--- src/rtl/sio_cfg_pkg.sv ---
package sio_cfg_pkg;

    localparam logic [7:0] KEY_OPEN   = 8'h87;
    localparam logic [7:0] KEY_CLOSE  = 8'hAA;
    localparam logic [7:0] REG_LDSEL  = 8'h07;
    localparam logic [7:0] REG_ID_HI  = 8'h20;
    localparam logic [7:0] REG_ID_LO  = 8'h21;
    localparam logic [7:0] REG_REV    = 8'h22;
    localparam logic [7:0] REG_VND_HI = 8'h23;
    localparam logic [7:0] REG_VND_LO = 8'h24;
    localparam logic [7:0] BANK_BASE  = 8'h30;
    localparam logic [7:0] LOCKED_RD  = 8'hFF;

    typedef enum logic [1:0] {
        KS_LOCKED = 2'd0,
        KS_HALF   = 2'd1,
        KS_OPEN   = 2'd2
    } key_state_t;

    typedef struct packed {
        logic       valid;
        logic [7:0] ldev;
        logic [7:0] regno;
        logic [7:0] data;
    } bank_echo_t;

    function automatic logic in_bank(input logic [7:0] idx, input int unsigned nregs);
        return (idx >= BANK_BASE) && ({24'd0, idx} < {24'd0, BANK_BASE} + nregs);
    endfunction

endpackage

--- src/rtl/sio_key_detect.sv ---
module sio_key_detect
    import sio_cfg_pkg::*;
(
    input  logic       clk,
    input  logic       rst,
    input  logic       idx_wr,
    input  logic [7:0] wdata,
    output logic       cfg_open
);

    key_state_t state_q;

    always_ff @(posedge clk) begin
        if (rst) begin
            state_q <= KS_LOCKED;
        end else if (idx_wr) begin
            case (state_q)
                KS_LOCKED: state_q <= (wdata == KEY_OPEN) ? KS_HALF : KS_LOCKED;
                KS_HALF:   state_q <= (wdata == KEY_OPEN) ? KS_OPEN : KS_LOCKED;
                KS_OPEN:   state_q <= (wdata == KEY_CLOSE) ? KS_LOCKED : KS_OPEN;
                default:   state_q <= KS_LOCKED;
            endcase
        end
    end

    assign cfg_open = (state_q == KS_OPEN);

endmodule

--- src/rtl/sio_ldev_bank.sv ---
module sio_ldev_bank #(
    parameter int unsigned NUM_LDEV  = 8,
    parameter int unsigned BANK_REGS = 16,
    parameter logic [NUM_LDEV-1:0] LDEV_MASK = '1,
    localparam int unsigned OFF_W = (BANK_REGS > 1) ? $clog2(BANK_REGS) : 1
) (
    input  logic                clk,
    input  logic                rst,
    input  logic                wr_en,
    input  logic [7:0]          ldev,
    input  logic [OFF_W-1:0]    off,
    input  logic [7:0]          wdata,
    output logic [7:0]          rdata,
    output logic                wr_accept,
    output logic [NUM_LDEV-1:0] dev_en
);

    logic [7:0]          rd_vals [NUM_LDEV];
    logic [NUM_LDEV-1:0] hit;

    for (genvar d = 0; d < NUM_LDEV; d++) begin : g_dev
        if (LDEV_MASK[d]) begin : g_pop
            logic [7:0] regs_q [BANK_REGS];
            assign hit[d] = wr_en && (ldev == 8'(d));
            always_ff @(posedge clk) begin
                if (rst) begin
                    for (int r = 0; r < BANK_REGS; r++) regs_q[r] <= 8'h00;
                end else if (hit[d]) begin
                    regs_q[off] <= wdata;
                end
            end
            assign rd_vals[d] = regs_q[off];
            assign dev_en[d]  = regs_q[0][0];
        end else begin : g_empty
            assign hit[d]     = 1'b0;
            assign rd_vals[d] = 8'h00;
            assign dev_en[d]  = 1'b0;
        end
    end

    always_comb begin
        rdata = 8'h00;
        for (int d = 0; d < NUM_LDEV; d++)
            if (ldev == 8'(d)) rdata = rd_vals[d];
    end

    assign wr_accept = |hit;

endmodule

--- src/rtl/sio_cfg_port.sv ---
module sio_cfg_port
    import sio_cfg_pkg::*;
#(
    parameter int unsigned NUM_LDEV  = 8,
    parameter int unsigned BANK_REGS = 16,
    parameter logic [NUM_LDEV-1:0] LDEV_MASK = 8'h81,
    parameter logic [15:0] DEV_ID    = 16'h0A51,
    parameter logic [7:0]  DEV_REV   = 8'h03,
    parameter logic [15:0] VENDOR_ID = 16'h1934
) (
    input  logic                clk,
    input  logic                rst,
    input  logic                bus_addr,
    input  logic [7:0]          bus_wdata,
    input  logic                bus_wr,
    input  logic                bus_rd,
    output logic [7:0]          bus_rdata,
    output logic [NUM_LDEV-1:0] ldev_enable,
    output logic                dev_wr_valid,
    output logic [7:0]          dev_wr_ldev,
    output logic [7:0]          dev_wr_reg,
    output logic [7:0]          dev_wr_data
);

    localparam int unsigned OFF_W = (BANK_REGS > 1) ? $clog2(BANK_REGS) : 1;

    logic             cfg_open;
    logic [7:0]       index_q;
    logic [7:0]       ldsel_q;
    logic             idx_wr, dat_wr, bank_sel, bank_wr, bank_acc;
    logic [OFF_W-1:0] bank_off;
    logic [7:0]       bank_rd, reg_rd;
    bank_echo_t       echo_q;

    assign idx_wr   = bus_wr && !bus_addr;
    assign dat_wr   = bus_wr && bus_addr && cfg_open;
    assign bank_sel = in_bank(index_q, BANK_REGS);
    assign bank_off = OFF_W'(index_q - BANK_BASE);
    assign bank_wr  = dat_wr && bank_sel;

    sio_key_detect u_key (
        .clk      (clk),
        .rst      (rst),
        .idx_wr   (idx_wr),
        .wdata    (bus_wdata),
        .cfg_open (cfg_open)
    );

    sio_ldev_bank #(
        .NUM_LDEV  (NUM_LDEV),
        .BANK_REGS (BANK_REGS),
        .LDEV_MASK (LDEV_MASK)
    ) u_bank (
        .clk       (clk),
        .rst       (rst),
        .wr_en     (bank_wr),
        .ldev      (ldsel_q),
        .off       (bank_off),
        .wdata     (bus_wdata),
        .rdata     (bank_rd),
        .wr_accept (bank_acc),
        .dev_en    (ldev_enable)
    );

    always_ff @(posedge clk) begin
        if (rst) begin
            index_q <= 8'h00;
            ldsel_q <= 8'h00;
        end else begin
            if (idx_wr && cfg_open && bus_wdata != KEY_CLOSE) index_q <= bus_wdata;
            if (dat_wr && index_q == REG_LDSEL) ldsel_q <= bus_wdata;
        end
    end

    always_comb begin
        case (index_q)
            REG_LDSEL:  reg_rd = ldsel_q;
            REG_ID_HI:  reg_rd = DEV_ID[15:8];
            REG_ID_LO:  reg_rd = DEV_ID[7:0];
            REG_REV:    reg_rd = DEV_REV;
            REG_VND_HI: reg_rd = VENDOR_ID[15:8];
            REG_VND_LO: reg_rd = VENDOR_ID[7:0];
            default:    reg_rd = bank_sel ? bank_rd : 8'h00;
        endcase
    end

    always_ff @(posedge clk) begin
        if (rst) begin
            bus_rdata <= LOCKED_RD;
            echo_q    <= '0;
        end else begin
            if (bus_rd) begin
                if (!cfg_open)     bus_rdata <= LOCKED_RD;
                else if (!bus_addr) bus_rdata <= index_q;
                else               bus_rdata <= reg_rd;
            end
            echo_q.valid <= bank_acc;
            if (bank_acc) begin
                echo_q.ldev  <= ldsel_q;
                echo_q.regno <= index_q;
                echo_q.data  <= bus_wdata;
            end
        end
    end

    assign dev_wr_valid = echo_q.valid;
    assign dev_wr_ldev  = echo_q.ldev;
    assign dev_wr_reg   = echo_q.regno;
    assign dev_wr_data  = echo_q.data;

endmodule

--- config.mk ---
export PLATFORM = sky130hd
export DESIGN_NAME = sio_cfg_port
export DESIGN_NICKNAME = d
export VERILOG_FILES = /design/src/rtl/sio_cfg_pkg.sv /design/src/rtl/sio_key_detect.sv /design/src/rtl/sio_ldev_bank.sv /design/src/rtl/sio_cfg_port.sv
export SDC_FILE = /design/constraint.sdc
export NUM_CORES = 1
export LEC_CHECK = 0
export CAP_MARGIN = 20
export CORE_MARGIN = 1.5
export CORE_UTILIZATION = 45
export CTS_CLUSTER_DIAMETER = 40
export DETAILED_ROUTE_END_ITERATION = 7
export SYNTH_ARGS = -nofsm -noshare
export SYNTH_HDL_FRONTEND = slang
export SYNTH_HIERARCHICAL = 1
export SYNTH_SLANG_ARGS = --single-unit
--- constraint.sdc ---
create_clock -name clk -period 8.5 [get_ports clk]
set_input_delay 1.7 -clock clk [delete_from_list [all_inputs] [get_ports clk]]
set_output_delay 1.7 -clock clk [all_outputs]
set_load 0.005 [all_outputs]
Yosys cells after proc, flatten, opt, wreduce, memory -nomap -nowiden:

Memory sizes are Yosys's and may differ from the RTL's.
Cells that the tools add are included.

* equality and inequality tests: 18
* reduce and logical (&&, ||, !) cells: 16
* multiplexer cells: 30
* $lt $le $gt $ge: 2
* add/sub/neg operators: 1

Operators by type and width (number)
* $mux 8: 13
* $pmux 8 s6: 1
* $eq 8x3->1 const B: 5
* $eq 8x6->1 const B: 5
* $eq 8x2->1 const B: 2
* $eq 8x8->1 const B: 2
* $reduce_or 8->1: 2
* $mux 1: 11
* $logic_and 1x1->1: 10
* $eq 8x1->1 const B: 1
* $ge 8x6->1 const B: 1
* $logic_not 8->1: 1
* $lt 8x7->1 const B: 1
* $mux 4: 2
* $ne 8x8->1 const B: 1
* $pmux 2 s3: 1
* $mux 2: 2
* $sub 4x1->4 const B: 1
* $eq 2x1->1 const B: 1
* $eq 2x2->1 const B: 1
* $logic_not 2->1: 1
* $reduce_or 2->1: 1
* $logic_not 1->1: 1

* output and inout bits: 41
* memories kept: 2
* register bits after elaboration: 51
* RAM bits: 256
* word-level logic and storage cells: 77
* input port bits: 13

Memory list
* u_bank.g_dev[0].g_pop.regs_q: words 16, width 8, read ports 2, clocked after memory_dff 0, wr ports 16, line sio_ldev_bank.sv:23 `logic [7:0] regs_q [BANK_REGS];`
* u_bank.g_dev[7].g_pop.regs_q: words 16, width 8, read ports 2, clocked after memory_dff 0, wr ports 16, line sio_ldev_bank.sv:23

Longest topological paths before layout:

Gate-level depths: netlist of run 1.
An unclocked memory read counts as a cell.

* depth after elaboration: 14
* depth in mapped cells: 9
* gate-level depth less buffers: 7

Hierarchy:

The synthesis of run 1 kept the hierarchy.

By module, submodules not included
* sio_ldev_bank: sequential area each 7687.4 um^2, times used 1, area an instance 12166.7 um^2, cells each 828
* sio_cfg_port: sequential area each 980.9 um^2, times used 1, area an instance 2088.3 um^2, cells each 228
* sio_key_detect: sequential area each 40.0 um^2, times used 1, area an instance 140.1 um^2, cells each 14

Worst setup path after synthesis of run 1:

OpenSTA, ideal clock, no wires.

* path kind: input -> register
* start point: input bus_addr
* end point: register echo_q, in the netlist dev_wr_reg[0]
* data arrival time: 3686 ps
* path slack: 4686 ps
* path buffers: 3
* required time: 8372 ps
* stages on the path: 8
* cell sequence: clkbuf_1 and4_1 nand3_1 nor2_1 clkbuf_1 clkbuf_1 mux2i_1 nor2_1

* longest elaborated chain between the ends: 5
* elaborated cells on any way between the ends: 6
* those cells by class: 6 x reduce/logical

Ends and longest elaborated chain
* start, declared: line sio_cfg_port.sv:13 `input logic bus_addr,`
* $logic_and 1x1->1 (*) (2 in a row): line sio_cfg_port.sv:36 `assign dat_wr = bus_wr && bus_addr && cfg_open;`
* $logic_and 1x1->1 (*): line sio_cfg_port.sv:39 `assign bank_wr = dat_wr && bank_sel;`
* named net bank_wr: line sio_cfg_port.sv:30 `logic idx_wr, dat_wr, bank_sel, bank_wr, bank_acc;`
* $logic_and 1x1->1: line sio_ldev_bank.sv:24 `assign hit[d] = wr_en && (ldev == 8'(d));`
* $reduce_or 2->1 (*): line sio_ldev_bank.sv:47 `assign wr_accept = |hit;`
* named net bank_acc: line sio_cfg_port.sv:30
* end, declared: line sio_cfg_port.sv:33 `bank_echo_t echo_q;`

The timed path passes the listed nets; every way through them passes the cells marked *.
A chain may end at the register's enable or synchronous reset.

==> results.md, run 1 <==
- DP Cell Count: 1458
- Final Hold Fails: 0
- Mapped Avg Cell Area: 13.5 µm²
- Fin util: 0.526
- Period minus WS final: 4.06 ns
- PD cells: 220 nW/µm²
- Worst Hold Class: flip-flop to flip-flop
- Max Slew Vio Count: 0
- Post-CTS sizing: 0
- Fmax: 0.246 GHz
- Largest reg by FF count: u_bank/g_dev.g_pop.regs_q
- Seq/Total Area, Yosys: 0.605
- Sequential share of power: 0.466
- 1st-pass router iterations: 5
- Die Ht: 182 µm
- Post-CTS Setup Inserts: 0
- Number of diodes: 0
- Cell-internal power: 2880 µW
- Net switching power: 781 µW
- Clock slew at reported path FFs: 0.05 ns
- Setup total negative slack: 0 ns
- Reg2reg setup slack: 4.96 ns
- Row cnt: 65
- Post-route clock period utilization: 0.477
- Die area: 33100 µm²
- Vias in the first global route: 8295
- DP Worst Slack: 3.91 ns
- Worst skew pair latency: 0.54 ns
- EDFF count, synth: 256
- Drt initial violations: 855
- # H-tree levels: 2
- Area delta synth->final: 15.4%
- Relative slew slack: 0.339
- Post-route DRC violation count: 0
- Reg2Reg Launch Point: index_q[1]
- DRT Wirelength: 34800 µm
- Yosys warns: 6
- Sw frac: 0.213
- Min-Delay Endpoint: dev_wr_reg[6]
- WHS: 0.492 ns
- Least-Margin Pin Slew: 0.990 ns
- Total number of vias: 8540
- Worst-case reg-to-reg path depth: 7
- Clock buffers created by TritonCTS: 44
- Worst setup SP type: primary input
- Layout Nets: 1115
- CTS Root Buffer Type: clkbuf_16
- DR WL/cell: 22.6 µm
- Initial Util: 0.456
- Top_reg_cell synth: edfxtp_1
- Crit. End Element: flip-flop
- Post-synth cell types: 54
- CTS tree: done
- Commonest non-fill, non-tap cells in the layout: and2_1, edfxtp_1, nor2_1
- Post-Syn Instances: 1070
- Asr flop ratio synth: 0
- Worst Path Required: 8.72 ns
- DR WL met2: 16100 µm
- Clk_skew: 0.0194 ns
- Hold path start: dev_wr_reg[6]
- Post-synthesis register bit count: 307
- R2r endpoint: bus_rdata[3]
- Post-route ant nets: 0
- Kind of critical path: primary input to flip-flop
- Combinational power share: 0.032
- Port buffer count: 47
- First-pass GRT wire length: 52000 µm
- Fin cells: 1538
- Die width: 182 µm
- Num ports: 54
- Initial antenna violation count: 0
- CTS max path bufs: 3
- Peak supply drop: 0.000112 V
- Total GRT Usage: 0.211
- Most common cell after layout, fill and taps aside: and2_1
- Max cap viols: 0
- Final worst slack: 4.44 ns
- Share of layout cells above drive strength 1: 0.202
- Core Area: 31600 µm²
- Hpwl dp: 21800 µm
- Setup violators final: 0
- CTS sink cnt: 307
- RSZ-0062 raised after global routing: false
- Hold Path Depth: 2
- Clk pwr share: 0.501
- Via density per instance: 5.55
- Mapped Area: 14400 µm²
- Met1 Wirelength: 15600 µm
- GR Overflow Total: 0
- DR WL met3: 2210 µm
- CP Data Arrival Time: 4.28 ns
- Routability cong.: 0.862
- Largest net degree at the start of global routing: 58
- Max FFs per register: 256
- Cts hold-fix bufs: 0
- Status: finished clean
- Leakage: 0.00562 µW
- Top Metal Used: met4
- Crit-path max FO: 12
==> critical path: stages <==
cell and delay, ns:
clkdlybuf4s50_1 0.71, and4_1 0.40, nand4_1 0.56, nor2_1 0.59
or2_2 0.31
==> routing by layer <==
layer / vias to the layer above / global-route usage
li1: 3960 / -
met3: 54 / 0.0381
met1: 4234 / 0.297
met5: - / 0
met2: 292 / 0.336
met4: 0 / 0.0635
==> power by group through the flow <==
stage	Sequential [µW]	Combinational [µW]	Clock [µW]
2_1_floorplan	1720	73.2	0
3_3_place_gp	1730	117	0
3_5_place_dp	1740	119	0
4_1_cts	1710	119	1870
5_1_grt	1710	126	1930
6_report	1710	118	1830
==> logic make-up after synthesis <==
family,synth area share
mux,0.139
compound gates,0.0358
buf+inv,0.0315
other cells,0.000261
simple gates,0.188
flops,0.605
==> Yosys cell counts, drive strengths merged (4+ instances only) <==
| cell type | count | area share |
|---|---|---|
| clkbuf | 42 | 0.011 |
| nor2b | 10 | 0.0043 |
| a31oi | 10 | 0.0043 |
| nor2 | 87 | 0.024 |
| nand3 | 4 | 0.0014 |
| o22ai | 24 | 0.010 |
| inv | 16 | 0.0042 |
| a21oi | 4 | 0.0014 |
| mux2 | 40 | 0.031 |
| and2 | 257 | 0.11 |
| mux2i | 47 | 0.033 |
| nor4 | 6 | 0.0047 |
| mux4 | 48 | 0.075 |
| o21ai | 4 | 0.0014 |
| dfxtp | 51 | 0.071 |
| buf | 37 | 0.016 |
| nand4b | 5 | 0.0030 |
| a221o | 9 | 0.0063 |
| nand4 | 6 | 0.0026 |
| nand2 | 22 | 0.0057 |
| o31ai | 9 | 0.0047 |
| nor3 | 6 | 0.0029 |
| edfxtp | 256 | 0.53 |
| nand2b | 4 | 0.0017 |
| nor3b | 5 | 0.0037 |
| or2 | 33 | 0.014 |
==> how the worst max path moves through the flow <==
stage | to | startpoint | depth (start not counted) | slack (ns)
after floorplan | dev_wr_reg[0] | bus_addr | 8 | 4.69
after global placement | u_bank/g_dev[7].g_pop.regs_q[10][1] | bus_addr | 5 | 3.96
after detailed placement | u_bank/g_dev[7].g_pop.regs_q[10][5] | bus_addr | 5 | 3.91
after CTS | u_bank/g_dev[7].g_pop.regs_q[10][5] | bus_addr | 5 | 4.47
after global routing | u_bank/g_dev[7].g_pop.regs_q[11][3] | bus_addr | 5 | 4.27
final | u_bank/g_dev[7].g_pop.regs_q[10][7] | bus_addr | 5 | 4.44
==> metrics by stage <==
stage	power, µW	instance area, µm²
2_1_floorplan	1800	14400
3_3_place_gp	1850	15100
3_5_place_dp	1850	15100
4_1_cts	3690	16600
5_1_grt	3770	16600
6_report	3660	16600
==> final cells by class <==
type	count	area, µm²
clock buffer	52	1170
timing repair buffer	60	563
fill	2651	14900
multi-input combinational	672	5260
inverter	17	63.8
sequential	307	8720
clock inverter	28	330
tap	402	503
No activity file was read; power rests on OpenSTA's default activity.
==> run 2: changes to the inputs <==
clock period = 3.7 ns   (was 8.5 ns; I/O delays follow)
==> results.md, run 2 (synthesized netlist as in run 1, its figures left out) <==
- Clock slew at reported path FFs: 0.06 ns (about the same)
- DRT Wirelength: 36200 µm (+4.1%)
- GR Overflow Total: 0 (unchanged)
- Kind of critical path: flip-flop to flip-flop
- Most common cell after layout, fill and taps aside: and2_1
- Die width: 182 µm (unchanged)
- Clk_skew: 0.0169 ns (-0.00243 ns)
- CTS max path bufs: 3 (unchanged)
- Total GRT Usage: 0.222 (+0.0112)
- Worst skew pair latency: 0.53 ns (about the same)
- Layout Nets: 1154 (+3.5%)
- Worst Hold Class: flip-flop to flip-flop
- Final Hold Fails: 0 (unchanged)
- Worst setup SP type: flip-flop
- Peak supply drop: 0.000412 V (+270%)
- Fmax: 0.338 GHz
- Post-route DRC violation count: 0 (unchanged)
- DP Worst Slack: 0.510 ns (-3.40 ns)
- Worst Path Required: 3.92 ns (-4.80 ns)
- Vias in the first global route: 8796 (+6.0%)
- Post-route clock period utilization: 0.800
- 1st-pass router iterations: 6 (+1)
- Largest reg by FF count: u_bank/g_dev.g_pop.regs_q
- CTS Root Buffer Type: clkbuf_16
- Core Area: 31600 µm² (unchanged)
- Crit-path max FO: 9 (-3)
- Status: finished clean
- Clock buffers created by TritonCTS: 47 (+6.8%)
- CP Data Arrival Time: 3.18 ns (-1.10 ns)
- Setup total negative slack: 0 ns (unchanged)
- CTS tree: done
- Crit. End Element: flip-flop
- WHS: 0.494 ns (+0.00190 ns)
- Hpwl dp: 22700 µm (+4.5%)
- Hold Path Depth: 2 (unchanged)
- Relative slew slack: 0.461 (+0.122)
- DR WL/cell: 22.9 µm (+1.5%)
- Number of diodes: 0 (unchanged)
- Largest net degree at the start of global routing: 73 (+26%)
- Port buffer count: 47 (unchanged)
- PD cells: 504 nW/µm² (+130%)
- Final worst slack: 0.739 ns (-3.70 ns)
- First-pass GRT wire length: 54400 µm (+4.6%)
- Area delta synth->final: 17.7%
- # H-tree levels: 2 (unchanged)
- Commonest non-fill, non-tap cells in the layout: and2_1, edfxtp_1, nor2_1
- Num ports: 54 (unchanged)
- Die area: 33100 µm² (unchanged)
- Max Slew Vio Count: 0 (unchanged)
- Post-route ant nets: 0 (unchanged)
- Via density per instance: 5.58 (+0.43%)
- Worst-case reg-to-reg path depth: 7 (unchanged)
- RSZ-0062 raised after global routing: false
- Setup violators final: 0 (unchanged)
- Least-Margin Pin Slew: 0.808 ns (-0.182 ns)
- Initial antenna violation count: 0 (unchanged)
- Cts hold-fix bufs: 0 (unchanged)
- Max cap viols: 0 (unchanged)
- Share of layout cells above drive strength 1: 0.228 (+0.0263)
- Routability cong.: 0.865 (+0.39%)
- Leakage: 0.00587 µW (+4.3%)
- # fillers: 2622 (-1.1%)
- Drt initial violations: 807 (-5.6%)
- Fin util: 0.537 (+0.0108)
- Post-CTS Setup Inserts: 0 (unchanged)
- Period minus WS final: 2.96 ns
- Row cnt: 65 (unchanged)
- Initial Util: 0.456 (unchanged)
- Max FFs per register: 256 (unchanged)
- CTS sink cnt: 307 (unchanged)
- Die Ht: 182 µm (unchanged)
- Post-CTS sizing: 0 (unchanged)
- Total number of vias: 8800 (+3.0%)
==> run 2: layout make-up <==
type	instances	area (µm²)	area share
tap	402	503	0.0297
clock buffer	55	1260	0.0743
inverter	17	63.8	0.00376
timing repair buffer	96	846	0.0499
clock inverter	29	302	0.0178
multi-input combinational	672	5260	0.310
sequential	307	8720	0.514
==> run 2: critical path: stages, from the launching register on <==
cell	delay (ns)
dfxtp_1	0.45
inv_1	0.11
nor4_1	0.27
buf_4	0.21
and4_1	0.38
nand4_1	0.44
nor2_1	0.49
or2_2	0.30
==> run 2: stage by stage <==
step / total power [µW] / std cells / area [µm²]
after floorplan: 4130 / 1075 / 14400
after global placement: 4260 / 1494 / 15400
after detailed placement: 4270 / 1494 / 15400
after CTS: 8620 / 1578 / 17000
after global routing: 8800 / 1578 / 17000
final: 8540 / 1578 / 17000
==> run 2: metal layers <==
metal  global-route usage  up-vias  routed length, µm
li1                     -     4035                  -
met1                0.301     4412              15800
met2                0.367      287              17300
met3               0.0351       66               2090
met4               0.0764        0               1040
met5                    0        -                  0
==> run 2: power breakdown <==
part | leakage (µW) | switching [µW] | internal [µW]
registers | 0.00288 | 49.1 | 3870
clock network | 0.000762 | 1610 | 2740
logic | 0.00223 | 185 | 91.3
total | 0.00587 | 1840 | 6700
==> run 2: worst paths after layout <==
| path | from | slack (ns) | endpoint |
|---|---|---|---|
| max reg2reg | index_q[5] | 0.74 | u_bank/g_dev[7].g_pop.regs_q[3][0] |
| max | index_q[5] | 0.74 | u_bank/g_dev[7].g_pop.regs_q[3][0] |
| min | dev_wr_ldev[2] | 0.49 | dev_wr_ldev[2] |
| min reg2reg | dev_wr_ldev[2] | 0.49 | dev_wr_ldev[2] |
==> run 3: changes to the inputs <==
clock period = 2.9 ns   (was 3.7 ns; I/O delays follow)
==> results.md, run 3 (synthesized netlist as in run 1, its figures left out) <==
- Largest reg by FF count: u_bank/g_dev.g_pop.regs_q
- Routability cong.: 0.882 (+2.0%)
- Crit-path max cell delay: 0.57 ns (+0.08 ns)
- GR Overflow Total: 0 (unchanged)
- Peak supply drop: 0.000476 V (+15%)
- Initial antenna violation count: 0 (unchanged)
- DR WL/cell: 21.8 µm (-4.8%)
- Core Area: 31600 µm² (unchanged)
- Status: finished clean
- Via density per instance: 5.49 (-1.5%)
- Post-CTS sizing: 0 (unchanged)
- Initial Util: 0.456 (unchanged)
- Max Slew Vio Count: 0 (unchanged)
- Fin util: 0.543 (+0.00547)
- Total GRT Usage: 0.217 (-0.00535)
- Num ports: 54 (unchanged)
- Hpwl dp: 23100 µm (+1.6%)
- PD cells: 620 nW/µm² (+23%)
- Relative slew slack: 0.600 (+0.139)
- Vias in the first global route: 8747 (-0.56%)
- Worst setup SP type: flip-flop
- Max FFs per register: 256 (unchanged)
- Area delta synth->final: 18.9%
- CP max stage cell: dfxtp_4
- CP Data Arrival Time: 3.02 ns (-0.16 ns)
- Layout Nets: 1179 (+2.2%)
- Die Ht: 182 µm (unchanged)
- Leakage: 0.00597 µW (+1.8%)
- Drt initial violations: 657 (-19%)
- 1st-pass router iterations: 5 (-1)
- CTS sink cnt: 307 (unchanged)
- Least-Margin Pin Slew: 0.595 ns (-0.213 ns)
- Largest net degree at the start of global routing: 87 (+19%)
- Worst skew pair latency: 0.53 ns (about the same)
- Fmax: 0.381 GHz (+13%)
- CTS Root Buffer Type: clkbuf_16
- Setup violators final: 0 (unchanged)
- Share of layout cells above drive strength 1: 0.243 (+0.0148)
- Setup total negative slack: 0 ns (unchanged)
- CTS tree: done
- Post-route ant nets: 0 (unchanged)
- Clock slew at reported path FFs: 0.06 ns (about the same)
- RSZ-0062 raised after global routing: false
- Worst Hold Class: flip-flop to flip-flop
- Row cnt: 65 (unchanged)
- Crit-path max FO: 19 (+10)
- Tot Pwr: 10600 µW (+24%)
- Port buffer count: 47 (unchanged)
- Post-route cell area: 17100 µm² (+1.0%)
- Total number of vias: 8794 (-0.068%)
- Die width: 182 µm (unchanged)
- Post-route clock period utilization: 0.906 (+0.105)
- Clk_skew: 0.0125 ns (-0.00448 ns)
- Commonest non-fill, non-tap cells in the layout: and2_1, edfxtp_1, nor2_1
- DRT Wirelength: 35000 µm (-3.4%)
- Crit. End Element: flip-flop
- # H-tree levels: 2 (unchanged)
- Most common cell after layout, fill and taps aside: and2_1
- CP Cell Sequence: buf_4 -> mux4_2 -> inv_1 -> o22ai_1 -> a221o_1 -> a2111oi_0 -> a31oi_1
- First-pass GRT wire length: 53700 µm (-1.2%)
- CTS max path bufs: 3 (unchanged)
- Post-route DRC violation count: 0 (unchanged)
- Die area: 33100 µm² (unchanged)
- Post-DP Area: 15600 µm² (+1.5%)
- Clock buffers created by TritonCTS: 44 (-6.4%)
- Cts hold-fix bufs: 0 (unchanged)
- Worst Path Required: 3.29 ns (-0.63 ns)
- Number of diodes: 0 (unchanged)
- Max cap viols: 0 (unchanged)
- Final Hold Fails: 0 (unchanged)
- Period minus WS final: 2.63 ns (-0.334 ns)
- Kind of critical path: flip-flop to flip-flop
[run 3: repair_timing]
action / in CTS / in global routing
hold endpoints to repair: 0 / 0
buffers inserted: 0 / 3
endpoints found under the setup margin: 0 / 1
[run 3: worst paths after layout]
path         slack, ns     startpoint  cells after the start             to
min reg2reg       0.49  dev_wr_reg[0]                      2  dev_wr_reg[0]
max               0.27     index_q[0]                      7   bus_rdata[4]
max reg2reg       0.27     index_q[0]                      7   bus_rdata[4]
min               0.49  dev_wr_reg[0]                      2  dev_wr_reg[0]
[run 3: worst max-delay path, delay by kind of cell (launching register included)]
family                 cells  cell delay (ns)
multiplexers               1             0.52
AO/OA/AOI/OAI              4             1.01
buffers and inverters      2             0.38
flip-flops                 1             0.57
[run 3: metal layers]
layer | track usage | wire length [µm] | vias up
met2 | 0.349 | 16400 | 249
met1 | 0.312 | 16200 | 4409
met5 | 0 | 0 | -
li1 | - | - | 4080
met4 | 0.0625 | 821 | 0
met3 | 0.0255 | 1600 | 56
[run 3: final cells by class]
| type | instances | area (µm²) |
|---|---|---|
| Fill cell | 2614 | 14400 |
| Sequential cell | 307 | 8720 |
| Multi-Input combinational cell | 672 | 5270 |
| Clock buffer | 53 | 1220 |
| Timing Repair Buffer | 124 | 1110 |
| Tap cell | 402 | 503 |
| Clock inverter | 26 | 248 |
| Inverter | 17 | 63.8 |
[run 3: metrics by stage]
step                      instances  setup slack [ns]  hold WS (ns)
final                          1601             0.273         0.490
after global routing           1601            0.0103         0.514
after global placement         1519             0.233         0.472
after floorplan                1075            0.0337         0.449
after CTS                      1598             0.187         0.495
after detailed placement       1519             0.210         0.480
[run 3: where the power goes]
part / total, µW / internal [µW] / leakage (µW) / switching (µW)
clock: 5280 / 3300 / 0.000715 / 1980
combinational: 349 / 121 / 0.00238 / 228
sequential: 4990 / 4940 / 0.00287 / 55.3
